## config.mk

```make
export PLATFORM = sky130hd
export DESIGN_NAME = fdc_dma_pacer
export DESIGN_NICKNAME = d
export VERILOG_FILES = /design/src/rtl/fdc_pace_pkg.sv /design/src/rtl/fdc_pace_fifo.sv /design/src/rtl/fdc_pace_sect.sv /design/src/rtl/fdc_pace_req.sv /design/src/rtl/fdc_dma_pacer.sv
export SDC_FILE = /design/constraint.sdc
export NUM_CORES = 1
export LEC_CHECK = 0
export ABC_AREA = 1
export BUFFER_PORTS_ARGS = -buffer_cell sky130_fd_sc_hd__buf_2
export CAP_MARGIN = 20
export CORE_ASPECT_RATIO = 1.75
export CORE_MARGIN = 5
export CORE_UTILIZATION = 60
export CTS_CLUSTER_DIAMETER = 40
export DETAILED_ROUTE_END_ITERATION = 6
export GPL_TIMING_DRIVEN = 0
export PLACE_DENSITY_LB_ADDON = 0.2
export SYNTH_ARGS = -nofsm -noshare
export SYNTH_HDL_FRONTEND = slang
export SYNTH_SLANG_ARGS = --single-unit
```

## constraint.sdc

```tcl
create_clock -name clk -period 10.56 [get_ports clk]
set_clock_uncertainty 0.1 [all_clocks]
set_input_delay 1.584 -clock clk [delete_from_list [all_inputs] [get_ports clk]]
set_output_delay 1.584 -clock clk [all_outputs]
set_load 0.03 [all_outputs]
```

## src/rtl/fdc_pace_pkg.sv

```systemverilog
package fdc_pace_pkg;

  typedef enum logic [1:0] {
    XS_IDLE = 2'd0,
    XS_RUN  = 2'd1,
    XS_FIN  = 2'd2
  } xfer_st_e;

  // programmed field holds threshold-1
  function automatic int unsigned thr_bytes(input int unsigned field);
    return field + 1;
  endfunction

  // disk-to-host: raise once occupancy >= depth - threshold (never at zero)
  function automatic logic drain_hit(input int unsigned occ,
                                     input int unsigned field,
                                     input int unsigned depth);
    return (occ != 0) && ((occ + thr_bytes(field)) >= depth);
  endfunction

  // host-to-disk: raise again once occupancy has fallen to the threshold
  function automatic logic fill_hit(input int unsigned occ,
                                    input int unsigned field);
    return occ <= thr_bytes(field);
  endfunction

endpackage

```

## src/rtl/fdc_pace_fifo.sv

```systemverilog
module fdc_pace_fifo #(
  parameter int W     = 8,
  parameter int DEPTH = 16,
  localparam int AW   = $clog2(DEPTH),
  localparam int CW   = AW + 1
) (
  input  logic          clk,
  input  logic          rst,
  input  logic          flush,
  input  logic          push,
  input  logic          pop,
  input  logic [W-1:0]  din,
  output logic [W-1:0]  head,
  output logic [CW-1:0] occ,
  output logic [CW-1:0] occ_mv
);

  logic [W-1:0]  mem [DEPTH];
  logic [AW-1:0] wr_ptr;
  logic [AW-1:0] rd_ptr;

  // occupancy after this cycle's moves, before any flush
  assign occ_mv = occ + CW'(push) - CW'(pop);
  assign head   = mem[rd_ptr];

  always_ff @(posedge clk) begin
    if (push && !flush && !rst) begin
      mem[wr_ptr] <= din;
    end
  end

  always_ff @(posedge clk) begin
    if (rst || flush) begin
      wr_ptr <= '0;
      rd_ptr <= '0;
      occ    <= '0;
    end else begin
      if (push) wr_ptr <= wr_ptr + AW'(1);
      if (pop)  rd_ptr <= rd_ptr + AW'(1);
      occ <= occ_mv;
    end
  end

endmodule

```

## src/rtl/fdc_pace_sect.sv

```systemverilog
module fdc_pace_sect #(
  parameter int SECT = 512,
  localparam int SW  = $clog2(SECT)
) (
  input  logic clk,
  input  logic rst,
  input  logic clear,
  input  logic step,
  output logic last,
  output logic full
);

  logic [SW-1:0] pos;

  assign last = step && (pos == SW'(SECT - 1));

  always_ff @(posedge clk) begin
    if (rst || clear) begin
      pos  <= '0;
      full <= 1'b0;
    end else if (step) begin
      pos <= last ? '0 : pos + SW'(1);
      if (last) full <= 1'b1;
    end
  end

endmodule

```

## src/rtl/fdc_pace_req.sv

```systemverilog
module fdc_pace_req import fdc_pace_pkg::*; #(
  parameter int DEPTH = 16,
  localparam int TW   = $clog2(DEPTH),
  localparam int CW   = TW + 1
) (
  input  logic          clk,
  input  logic          rst,
  input  logic          stay_run,
  input  logic          start,
  input  logic          start_h2d,
  input  logic          h2d,
  input  logic [CW-1:0] occ_mv,
  input  logic [TW-1:0] thr,
  input  logic          sect_last,
  output logic          req
);

  logic req_d;
  logic at_full;
  logic at_empty;

  assign at_full  = occ_mv == CW'(DEPTH);
  assign at_empty = occ_mv == '0;

  always_comb begin
    req_d = req;
    if (!stay_run) begin
      req_d = 1'b0;
    end else if (start) begin
      req_d = start_h2d;
    end else if (h2d) begin
      if (at_full)                           req_d = 1'b0;
      else if (fill_hit(32'(occ_mv), 32'(thr))) req_d = 1'b1;
    end else begin
      if (at_empty) req_d = 1'b0;
      else if (sect_last || drain_hit(32'(occ_mv), 32'(thr), DEPTH)) req_d = 1'b1;
    end
  end

  always_ff @(posedge clk) begin
    if (rst) req <= 1'b0;
    else     req <= req_d;
  end

endmodule

```

## src/rtl/fdc_dma_pacer.sv

```systemverilog
module fdc_dma_pacer import fdc_pace_pkg::*; #(
  parameter int W     = 8,
  parameter int DEPTH = 16,
  parameter int SECT  = 512,
  localparam int TW   = $clog2(DEPTH),
  localparam int CW   = TW + 1
) (
  input  logic          clk,
  input  logic          rst,
  input  logic          thr_we,
  input  logic [TW-1:0] thr_wdata,
  input  logic          cmd_start,
  input  logic          cmd_h2d,
  output logic          dma_req,
  input  logic          dma_ack,
  input  logic          dma_tc,
  input  logic [W-1:0]  dma_wdata,
  output logic [W-1:0]  dma_rdata,
  input  logic          dsk_push,
  input  logic [W-1:0]  dsk_wdata,
  input  logic          dsk_pop,
  output logic [W-1:0]  dsk_rdata,
  input  logic          dsk_eot,
  output logic          dsk_sect_end,
  output logic          xfer_busy,
  output logic          term_ok,
  output logic          term_abn,
  output logic          flag_ovr,
  output logic          flag_unr
);

  xfer_st_e      st_q, st_nx;
  logic          dir_q;
  logic [TW-1:0] thr_q;
  logic [CW-1:0] occ, occ_mv;
  logic [W-1:0]  head;

  // named internal events, also used by the bound checker
  logic run, fin, start_evt;
  logic push_rq, pop_rq, push_ok, pop_ok, full, empty;
  logic ovr_evt, unr_evt, tc_evt, abn_evt, cmpl_evt;
  logic sect_step, sect_last, sect_full, sect_done_now;
  logic flush, stay_run;

  assign run       = st_q == XS_RUN;
  assign fin       = st_q == XS_FIN;
  assign start_evt = cmd_start && (st_q == XS_IDLE);

  assign full  = occ == CW'(DEPTH);
  assign empty = occ == '0;

  assign push_rq = run && (dir_q ? dma_ack : dsk_push);
  assign pop_rq  = dir_q ? ((run || fin) && dsk_pop) : (run && dma_ack);
  assign pop_ok  = pop_rq && !empty;
  assign push_ok = push_rq && (!full || pop_ok);

  assign ovr_evt  = push_rq && !push_ok;
  assign unr_evt  = run && pop_rq && !pop_ok;
  assign tc_evt   = run && dma_ack && dma_tc;
  assign abn_evt  = run && (ovr_evt || unr_evt || dsk_eot);

  assign sect_step     = (run || fin) && (dir_q ? dsk_pop : dsk_push);
  assign sect_done_now = sect_full || sect_last;
  assign cmpl_evt      = run && !abn_evt && !tc_evt &&
                         (dir_q ? sect_last : (sect_done_now && occ_mv == '0));

  always_comb begin
    st_nx = st_q;
    unique case (st_q)
      XS_IDLE: if (start_evt) st_nx = XS_RUN;
      XS_RUN: begin
        if (abn_evt || tc_evt) st_nx = sect_done_now ? XS_IDLE : XS_FIN;
        else if (cmpl_evt)     st_nx = XS_IDLE;
      end
      XS_FIN:  if (sect_last) st_nx = XS_IDLE;
      default: st_nx = XS_IDLE;
    endcase
  end

  assign stay_run = st_nx == XS_RUN;
  assign flush    = start_evt ||
                    ((st_q != XS_IDLE) && (st_nx == XS_IDLE)) ||
                    (run && (st_nx == XS_FIN) && !dir_q);

  always_ff @(posedge clk) begin
    if (rst) begin
      st_q  <= XS_IDLE;
      dir_q <= 1'b0;
      thr_q <= '0;
    end else begin
      st_q <= st_nx;
      if (start_evt) dir_q <= cmd_h2d;
      if (thr_we && st_q == XS_IDLE) thr_q <= thr_wdata;
    end
  end

  always_ff @(posedge clk) begin
    if (rst || start_evt) begin
      term_ok  <= 1'b0;
      term_abn <= 1'b0;
      flag_ovr <= 1'b0;
      flag_unr <= 1'b0;
    end else if (abn_evt) begin
      term_abn <= 1'b1;
      if (ovr_evt) flag_ovr <= 1'b1;
      if (unr_evt) flag_unr <= 1'b1;
    end else if (tc_evt || cmpl_evt) begin
      term_ok <= 1'b1;
    end
  end

  fdc_pace_fifo #(.W(W), .DEPTH(DEPTH)) u_fifo (
    .clk    (clk),
    .rst    (rst),
    .flush  (flush),
    .push   (push_ok),
    .pop    (pop_ok),
    .din    (dir_q ? dma_wdata : dsk_wdata),
    .head   (head),
    .occ    (occ),
    .occ_mv (occ_mv)
  );

  fdc_pace_sect #(.SECT(SECT)) u_sect (
    .clk   (clk),
    .rst   (rst),
    .clear (start_evt),
    .step  (sect_step),
    .last  (sect_last),
    .full  (sect_full)
  );

  fdc_pace_req #(.DEPTH(DEPTH)) u_req (
    .clk       (clk),
    .rst       (rst),
    .stay_run  (stay_run),
    .start     (start_evt),
    .start_h2d (cmd_h2d),
    .h2d       (dir_q),
    .occ_mv    (occ_mv),
    .thr       (thr_q),
    .sect_last (sect_last),
    .req       (dma_req)
  );

  assign dma_rdata    = head;
  assign dsk_rdata    = empty ? '0 : head;
  assign dsk_sect_end = sect_last;
  assign xfer_busy    = st_q != XS_IDLE;

endmodule

```

==> flow_summary.toml <==
[synthesis]
synthCells = 727
ys_types = 37
syn_avg_cell_area_um2 = 10.9
synth_nets = 786
seq_area_frac_synth_pct = 58.6
yosysWarnings = 0
synthesis.area_um2 = 7890
synth_seq_cells = 167

[sta]
rsz0062_at_grt = "false"
fin_crit_ns = 5.38
tns_ns = 0
finalCritPeriodShare_pct = 51.0
fmax_mhz = 186
final-hold-violation-count = 0
setup_viol = 0
setup_ws_ns = 5.18
worst_slew_pin_slew_ns = 0.791
maxSlewHeadroom_pct = 47.1
maxSlewViolCount = 0

[worst_setup_path]
required_ns = 10.51
path_buf_inv = 5
cp_common_cell = "nand2_1"
cp-end-kind = "flip-flop"
worstPathMaxFanout = 8
worstPathCellList = "buf_2 > nand2_1 > o21ai_1 > nand2_1 > inv_1 > ha_1 > inv_1 > ha_1 > inv_1 > fa_1 > inv_1 > nor3_2 > nand3_1 > nand2_1 > nand3_2 > nand2_1 > nand2_1 > nand2_1 > nand2_2 > nand2_2 > nand2_2 > nand3_4 > nand3_1 > nor2_1"
crit_path_max_incr_delay_ns = 0.64
start_kind = "input pin"
cp_slowest_cell = "nor2_1"
rr_startpoint = "st_q[0]"
reg2reg_slack_ns = 5.62
cp_top_family = "simple AND/OR/NAND/NOR gates"
reg2regPathDepth = 25
path_depth = 24
reg2reg_to = "u_fifo.mem[15][3]"
worstSetupPathType = "in -> reg"
crit_arrival_ns = 5.33

[pwr]
p_per_area_nw_per_um2 = 169
peakVddDrop_uv = 119
power_mw = 1.52
cellLeakagePower_nw = 3.35

[floorplanning]
dieArea_um2 = 15600
fp.dieW_um = 96.7
dieHeight_um = 162
coreArea_um2 = 12900
row_count = 55
initial_core_util_pct = 61.0
num_io_pins = 53

[detailed_routing]
dr.pass1.iters = 5
via_count = 5527
met2WireLength_mm = 10.4
vias_per_cell = 5.63
highest_layer = "met4"
ant_nets = 0
wirelength_mm = 18.6
drt_iter0_markers = 344
drcViolationCount = 0
wl_met1_mm = 6.19
wl_per_cell_um = 18.9
wl_met3_mm = 1.02

[placement]
gp_routability_congestion = 0.910
dpl.hpwl_mm = 13.5
dpl_cell_area_um2 = 8360
io_buffers = 51
post-place-ws_ns = 4.72

[cells_and_area]
final_common_cell = "edfxtp_1"
num_antenna_cells = 0
post_route_cells_drive_above_1_share_pct = 17.2
finalNetCount = 856
nFillCells = 983
mostFrequentLayoutCells = "edfxtp_1 (128), inv_1 (97), nand2_1 (90)"
finish.instance_area_um2 = 8990
syn2layout_area_growth_pct = 13.9

[clock_network]
ctsLongestPathBuffers = 2
clockRootBuffer = "clkbuf_16"
clk_pin_slew_ns = 0.07
h-tree-depth = 4
cts_hold_buf = 0
cts_num_sinks = 167
cts_tree = "done"
cts-buffers-inserted = 17
postCtsResizedCells = 0
postCtsSetupBuffers = 0
clk_latency_ns = 0.42

[hold_path]
hold-path-endpoint = "flag_unr"
hold_path_depth = 2
hold_start = "flag_unr"
hold_class = "reg -> reg"

[global_route]
antenna_found_initial = 0
grt_max_degree = 19
grt_use_total_pct = 23.8
grt_pass1_vias = 5602
grt_first_pass_wirelength_mm = 28.5
overflow = 0

[job]
cap_violations = 0

[status]
status = "completed"
==> state kept, by name, summed over array words and instances (netlist names), 2 cells and up, named ones only <==
name / flops
u_fifo.mem: 128
st_q: 2
u_fifo.wr_ptr: 4
u_fifo.occ: 5
thr_q: 4
u_fifo.rd_ptr: 4
u_sect.pos: 9
==> per-layer routing <==
metal | global-route usage [%] | up-vias
met2 | 46.9 | 224
met5 | 0 | -
met3 | 4.81 | 55
met1 | 22.8 | 2606
met4 | 12.2 | 0
li1 | - | 2642
==> cells by family (layout without fill, tap and decap cells) <==
kind of cell	after synthesis	after routing	share of synthesized area, %
DFF	167	167	58.6
AOI/OAI and AO/OA	148	148	10.7
muxes	33	33	4.19
and+or+nand+nor	213	213	14.2
xor gates and xnor gates	10	10	1.11
buffers and inverters	127	210	6.55
adders and majority gates	29	29	4.69
==> power by group <==
group          total (mW)  internal (mW)  leakage, nW  switching, mW
Clock               0.642          0.364        0.305          0.278
Sequential          0.726          0.720         1.47        0.00516
Combinational       0.152         0.0451         1.58          0.107
Total                1.52           1.13         3.35          0.390
==> cell usage after synthesis <==
| master | number | area (µm²) |
|---|---|---|
| edfxtp_1 | 128 | 3840 |
| inv_1 | 97 | 364 |
| nand2_1 | 90 | 338 |
| a21oi_1 | 58 | 290 |
| o21ai_0 | 52 | 260 |
| nor2_1 | 44 | 165 |
| dfxtp_1 | 39 | 781 |
| mux2i_1 | 33 | 330 |
| o211ai_1 | 33 | 248 |
| ha_1 | 28 | 350 |
| nor2_4 | 21 | 236 |
| nand3_1 | 20 | 100 |
| clkbuf_1 | 17 | 63.8 |
| nand2_2 | 11 | 68.8 |
| nor3_1 | 8 | 40.0 |
| xor2_1 | 7 | 61.3 |
| nand3_2 | 5 | 50.1 |
| buf_2 | 4 | 20.0 |
| buf_1 | 3 | 11.3 |
| nor4_1 | 3 | 18.8 |
| or2_2 | 3 | 18.8 |
| xnor2_1 | 3 | 26.3 |
| a211oi_1 | 2 | 15.0 |
| buf_6 | 2 | 22.5 |
| inv_2 | 2 | 7.51 |
| nand3_4 | 2 | 35.0 |
| nand4_1 | 2 | 12.5 |
| buf_12 | 1 | 20.0 |
| buf_4 | 1 | 7.51 |
| fa_1 | 1 | 20.0 |
| nand2_4 | 1 | 11.3 |
| nand3b_1 | 1 | 7.51 |
| nor2_2 | 1 | 6.26 |
| nor3_2 | 1 | 10.0 |
| o21ai_1 | 1 | 5.00 |
| o21ai_4 | 1 | 16.3 |
| o31ai_1 | 1 | 7.51 |
==> through the flow <==
step | cells | util [%] | hold WS (ns)
floorplan | 727 | - | 0.334
global placement | 949 | 64.6 | 0.341
detailed placement | 949 | 64.6 | 0.345
CTS | 981 | 69.5 | 0.357
global route | 981 | 69.5 | 0.368
finish | 981 | 69.5 | 0.355
==> worst max path at each step <==
stage | from | endpoint | slack (ns)
floorplan | dma_ack | u_fifo.mem[3][0] | 5.60
global placement | dma_ack | u_fifo.mem[15][3] | 4.79
detailed placement | dma_ack | u_fifo.mem[15][7] | 4.72
CTS | dma_ack | u_fifo.mem[15][1] | 5.13
global route | dma_ack | u_fifo.mem[3][3] | 4.86
finish | dma_ack | u_fifo.mem[15][3] | 5.18
==> layout make-up <==
cell class	count	area [µm²]	share of cell area (%)
clock buffer	17	425	4.73
inverter	99	372	4.13
tap	171	214	2.38
multi-input combinational	433	2750	30.6
sequential	167	4620	51.5
timing repair buffer	51	255	2.84
clock inverter	15	203	2.26
buffer	28	145	1.61
==> worst reg2reg max path, stage by stage (launching register included) <==
cell and delay (ns):
dfxtp_1 0.40, inv_1 0.09, ha_1 0.34, nand3_2 0.12, o21ai_1 0.16, nand2_1 0.17, inv_1 0.15, ha_1 0.25
inv_1 0.06, ha_1 0.16, inv_1 0.06, fa_1 0.55, inv_1 0.11, nor3_2 0.25, nand3_1 0.12, nand2_1 0.13
nand3_2 0.10, nand2_1 0.08, nand2_1 0.05, nand2_1 0.06, nand2_2 0.06, nand2_2 0.09, nand2_2 0.07, nand3_4 0.10
nand3_1 0.11, nor2_1 0.64
Note: power is estimated with default switching activity, not from simulation.
